`src/rtl/mdio_cmd_pkg.sv`:
```
package mdio_cmd_pkg;
  // Control word; field positions are fixed by the software view.
  typedef struct packed {
    logic        busy;    // 31
    logic        en;      // 30
    logic [1:0]  rsv_hi;  // 29:28
    logic        rd;      // 27
    logic        rsv_lo;  // 26
    logic [4:0]  phy;     // 25:21
    logic [4:0]  regad;   // 20:16
    logic [15:0] data;    // 15:0
  } ctrl_t;

  localparam logic [1:0] START_PAT = 2'b01;
  localparam logic [1:0] OP_READ   = 2'b10;
  localparam logic [1:0] OP_WRITE  = 2'b01;
  localparam logic [1:0] TA_PAT    = 2'b10;
endpackage

```
`src/rtl/mdio_mdc_gen.sv`:
```
module mdio_mdc_gen #(
  parameter int HALF = 10
) (
  input  logic clk,
  input  logic rst,
  input  logic run,
  output logic mdc,
  output logic rise,
  output logic fall
);
  localparam int CW = (HALF > 1) ? $clog2(HALF) : 1;

  logic [CW-1:0] cnt;
  logic          wrap;

  assign wrap = (cnt == CW'(HALF - 1));
  assign rise = run && wrap && !mdc;
  assign fall = run && wrap && mdc;

  always_ff @(posedge clk) begin
    if (rst || !run) begin
      cnt <= '0;
      mdc <= 1'b0;
    end else if (wrap) begin
      cnt <= '0;
      mdc <= ~mdc;
    end else begin
      cnt <= cnt + 1'b1;
    end
  end
endmodule

```
`src/rtl/mdio_frame_shifter.sv`:
```
module mdio_frame_shifter
  import mdio_cmd_pkg::*;
#(
  parameter int PRE = 32
) (
  input  logic        clk,
  input  logic        rst,
  input  logic        start,
  input  logic        is_read,
  input  logic [4:0]  phy,
  input  logic [4:0]  regad,
  input  logic [15:0] wdata,
  input  logic        rise,
  input  logic        fall,
  input  logic        mdio_i,
  output logic        active,
  output logic        mdio_o,
  output logic        mdio_oe,
  output logic        done,
  output logic [15:0] rdata
);
  localparam int NB    = PRE + 32;
  localparam int IW    = $clog2(NB + 1);
  localparam int TA_IX = PRE + 14;
  localparam int D_IX  = PRE + 16;

  logic [NB-1:0] sr;
  logic [IW-1:0] idx;
  logic          rd_q;
  logic [NB-1:0] frame;

  assign frame  = {{PRE{1'b1}}, START_PAT, (is_read ? OP_READ : OP_WRITE),
                   phy, regad, TA_PAT, (is_read ? 16'h0000 : wdata)};
  assign mdio_o = sr[NB-1];

  always_ff @(posedge clk) begin
    if (rst) begin
      sr      <= '1;
      idx     <= '0;
      rd_q    <= 1'b0;
      active  <= 1'b0;
      mdio_oe <= 1'b0;
      done    <= 1'b0;
      rdata   <= '0;
    end else begin
      done <= 1'b0;
      if (start && !active) begin
        sr      <= frame;
        idx     <= '0;
        rd_q    <= is_read;
        active  <= 1'b1;
        mdio_oe <= 1'b1;
      end else if (active) begin
        if (rise && rd_q && (idx >= IW'(D_IX)))
          rdata <= {rdata[14:0], mdio_i};
        if (fall) begin
          if (idx == IW'(NB - 1)) begin
            active  <= 1'b0;
            mdio_oe <= 1'b0;
            done    <= 1'b1;
          end else begin
            idx <= idx + 1'b1;
            sr  <= {sr[NB-2:0], 1'b1};
            if (rd_q && (idx == IW'(TA_IX - 1)))
              mdio_oe <= 1'b0;
          end
        end
      end
    end
  end
endmodule

```
`src/rtl/mdio_cmd_master.sv`:
```
module mdio_cmd_master
  import mdio_cmd_pkg::*;
#(
  parameter int CLK_HALF      = 10,
  parameter int PREAMBLE_BITS = 32
) (
  input  logic        clk,
  input  logic        rst,
  input  logic        wr_en,
  input  logic [31:0] wr_data,
  output logic [31:0] rd_data,
  output logic        mdc,
  output logic        mdio_o,
  output logic        mdio_oe,
  input  logic        mdio_i
);
  ctrl_t       ctrl;
  ctrl_t       wd;
  logic        wr_ok;
  logic        start;
  logic        active;
  logic        rise;
  logic        fall;
  logic        done;
  logic [15:0] rdata;

  assign wd      = ctrl_t'(wr_data);
  assign wr_ok   = wr_en && !ctrl.busy;
  assign start   = wr_ok && wd.busy && wd.en;
  assign rd_data = ctrl;

  always_ff @(posedge clk) begin
    if (rst) begin
      ctrl <= '0;
    end else if (wr_ok) begin
      ctrl      <= wd;
      ctrl.busy <= wd.busy & wd.en;
    end else if (done) begin
      ctrl.busy <= 1'b0;
      if (ctrl.rd)
        ctrl.data <= rdata;
    end
  end

  mdio_mdc_gen #(.HALF(CLK_HALF)) u_clk (
    .clk (clk),
    .rst (rst),
    .run (active),
    .mdc (mdc),
    .rise(rise),
    .fall(fall)
  );

  mdio_frame_shifter #(.PRE(PREAMBLE_BITS)) u_shift (
    .clk    (clk),
    .rst    (rst),
    .start  (start),
    .is_read(wd.rd),
    .phy    (wd.phy),
    .regad  (wd.regad),
    .wdata  (wd.data),
    .rise   (rise),
    .fall   (fall),
    .mdio_i (mdio_i),
    .active (active),
    .mdio_o (mdio_o),
    .mdio_oe(mdio_oe),
    .done   (done),
    .rdata  (rdata)
  );
endmodule

```
`config.mk`:
```
export PLATFORM = sky130hd
export DESIGN_NAME = mdio_cmd_master
export DESIGN_NICKNAME = d
export VERILOG_FILES = /design/src/rtl/mdio_cmd_pkg.sv /design/src/rtl/mdio_mdc_gen.sv /design/src/rtl/mdio_frame_shifter.sv /design/src/rtl/mdio_cmd_master.sv
export SDC_FILE = /design/constraint.sdc
export NUM_CORES = 1
export LEC_CHECK = 0
export BUFFER_PORTS_ARGS = -buffer_cell sky130_fd_sc_hd__buf_2
export CAP_MARGIN = 20
export CORE_MARGIN = 2
export CORE_UTILIZATION = 56
export CTS_CLUSTER_DIAMETER = 120
export DETAILED_ROUTE_END_ITERATION = 10
export HOLD_SLACK_MARGIN = 0.12
export PLACE_DENSITY = 0.87
export SLEW_MARGIN = 30
export SYNTH_ARGS = -nofsm -noshare
export SYNTH_HDL_FRONTEND = slang
export SYNTH_SLANG_ARGS = --single-unit
```
`constraint.sdc`:
```
create_clock -name clk -period 2.29 [get_ports clk]
set_input_delay 0.687 -clock clk [delete_from_list [all_inputs] [get_ports clk]]
set_output_delay 0.687 -clock clk [all_outputs]
set_load 0.05 [all_outputs]
```
==> flow_summary.ini <==
[synthesis]
synth_cell_types = 39
yosys-top-cells-area = dfxtp_1, nand2_1, nand3_1, a21oi_1, mux2i_1
synth_seq_cells = 128
synth_nets = 639
synthFlopType = dfxtp_1
ys_warn_count = 0
synth-edff-count = 0
synth_top_area_share_pct = 51.66
syn-instance-count = 598
syn_area_per_cell_um2 = 8.294
syn_area_um2 = 4960
ys_seq_area_share_pct = 51.66
synth_area_leader_cell = dfxtp_1
async_reset_ff_share_pct = 0

[timing]
hold_viol_final = 0
fin_worst_skew_ns = 0.006161
tns_ns = 0
rsz0062_at_grt = false
worst_pin_slew_ns = 0.3558
slew_violations = 0
min_period_ns = 2.000
clock.fmax_mhz = 500.1
period_share_pct = 87.32
setup_violations = 0
relSlewSlack_pct = 76.28

[clock_network]
cts.sinks = 128
ctsHoldBuffers = 0
clock_path_buffers = 2
postCtsSetupRepairBufs = 0
cts_buffers = 17
cts_tree = done
worstSkewPairLatency_ns = 0.52
h-tree-depth = 4
clkTransAtPathRegs_ns = 0.06
root_buffer = clkbuf_8
cts_resized = 0

[finish]
fillers = 614
area_growth_pct = 21.24
final_util_pct = 69.63
mostFrequentLayoutCells = nand2_1, dfxtp_1, nand3_1
nets = 698
layout_commonest_cell = nand2_1
seq_area_um2 = 2562
multiInputGateArea_um2 = 2151
antennaDiodeCount = 0
layout-drive-gt1-share_pct = 18.66

[setup_path]
r2r_start = u_shift.idx[0]
rr_worst_depth = 6
crit_path_start_kind = flip-flop
worst-path-buf-inv = 1
slowest_delay_ns = 0.47
critPathKind = reg -> out
cp.depth = 1
crit_chain = buf_2
cp_slowest_cell = dfxtp_1
end_kind = primary output
crit_family = flip-flops
reg2reg_to = u_shift.sr[20]
critPathRequiredTime_ns = 1.60
crit_path_end = mdc
crit_start = u_clk.mdc
cp_max_fo = 6
reg2reg_slack_ns = 0.32
crit_arrival_ns = 1.31

[global_routing]
grt_overflow = 0
grt_max_degree = 49
grt_pass1_vias = 4149
met2_usage_pct = 40.36
use_met1_pct = 29.16
grt_pass1_wl_um = 18820
busiest_layer = met2
grt_antenna_before_repair = 0
grt_use_met3_pct = 7.874
track_usage_pct = 24.17

[detailed_routing]
route.detailed.drc = 0
postRouteAntennaNets = 0
wl_um = 11370
routedWlPerCell_um = 14.61
first_iter_violations = 313
via_count = 4408
routed_via_density = 5.666
first_pass_iters = 5

[power]
p_leak_nw = 2.630
ir_worst_vdd_v = 0.0006413
power.density_nw_per_um2 = 942.7

[die]
io_pins = 71
rows = 34
initial_core_util_pct = 57.43
core_area_um2 = 8636
die_x_um = 98.11
dieArea_um2 = 9626
die_y_um = 98.11

[run_status]
status = finished, final reports clean

[job]
cap_violations = 0

[worst_hold_path]
min_path_type = in -> reg

[placed_design]
dp_hpwl_um = 7138
gp_congestion = 0.8382
port_buffers = 70
## worst min-delay path, cell delays in order
cell and delay (ns):
buf_2 0.09, a21oi_1 0.05, nand3_1 0.06
## layout make-up
cell class	count	area share, %
tap	108	2.247
clock buffer	21	7.803
clock inverter	11	2.955
inverter	6	0.3745
timing repair buffer	86	8.240
multi-input combinational	418	35.77
sequential	128	42.61
## state kept, by name, summed over array words and instances (netlist names), 4 cells and up
| name | cells |
|---|---|
| u_shift.sr | 64 |
| rd_data | 32 |
| u_shift.rdata | 16 |
| u_shift.idx | 7 |
| u_clk.cnt | 4 |
## power breakdown
part / total [mW] / leakage [nW] / switching, mW / internal (mW)
Combinational: 0.450 / 1.28 / 0.322 / 0.128
Clock: 2.88 / 0.307 / 0.990 / 1.89
Sequential: 2.34 / 1.04 / 0.0380 / 2.30
Total: 5.67 / 2.63 / 1.35 / 4.32
## worst min-delay path by stage
| stage | from | to | slack (ns) | depth (start not counted) |
|---|---|---|---|---|
| after floorplan | u_shift.sr[0] | u_shift.sr[0] | 0.43 | 2 |
| after global placement | rd_data[29] | rd_data[29] | 0.44 | 2 |
| after detailed placement | rd_data[21] | rd_data[21] | 0.45 | 2 |
| after CTS | wr_data[7] | u_shift.sr[7] | 0.39 | 3 |
| after global routing | wr_data[7] | u_shift.sr[7] | 0.40 | 3 |
| final | wr_data[7] | u_shift.sr[7] | 0.40 | 3 |
## layer usage
| metal | vias to the layer above | part of all wire, % |
|---|---|---|
| met3 | 17 | 6.7 |
| li1 | 2144 | - |
| met5 | - | 0 |
| met4 | 0 | 1.6 |
| met1 | 2071 | 42 |
| met2 | 176 | 50 |
## cell usage after synthesis (all sizes together) (2+ instances only)
master	n
a21oi	40
mux2i	16
o21ai	5
nor2	40
nor3	2
nand3b	2
clkbuf	18
ha	5
nand2b	3
buf	28
or3	4
a221oi	10
inv	6
nand4	4
dfxtp	128
o211ai	2
xnor2	3
nand3	83
nand2	170
a311oi	16
## kinds of logic after synthesis
family | after synthesis | share of synthesized area (%)
buffers and inverters | 52 | 5.247
AO/OA/AOI/OAI | 78 | 10.39
AND/OR/NAND/NOR | 315 | 27.50
multiplexers | 16 | 3.229
adder cells (fa/ha/maj) | 5 | 1.261
XOR/XNOR | 4 | 0.7065
flip-flops | 128 | 51.67
## per-stage QoR
stage	instance area [um^2]	hold slack, ns	setup slack, ns	std cells	total power, mW
global placement	5366	0.4395	0.4640	746	2.810
detailed placement	5366	0.4487	0.3873	746	2.827
CTS	6013	0.3866	0.2726	778	5.686
global route	6013	0.3968	0.2150	778	5.830
floorplan	4960	0.4329	0.5870	598	2.694
finish	6013	0.3999	0.2904	778	5.669
Power figures use the tool's default switching activity.
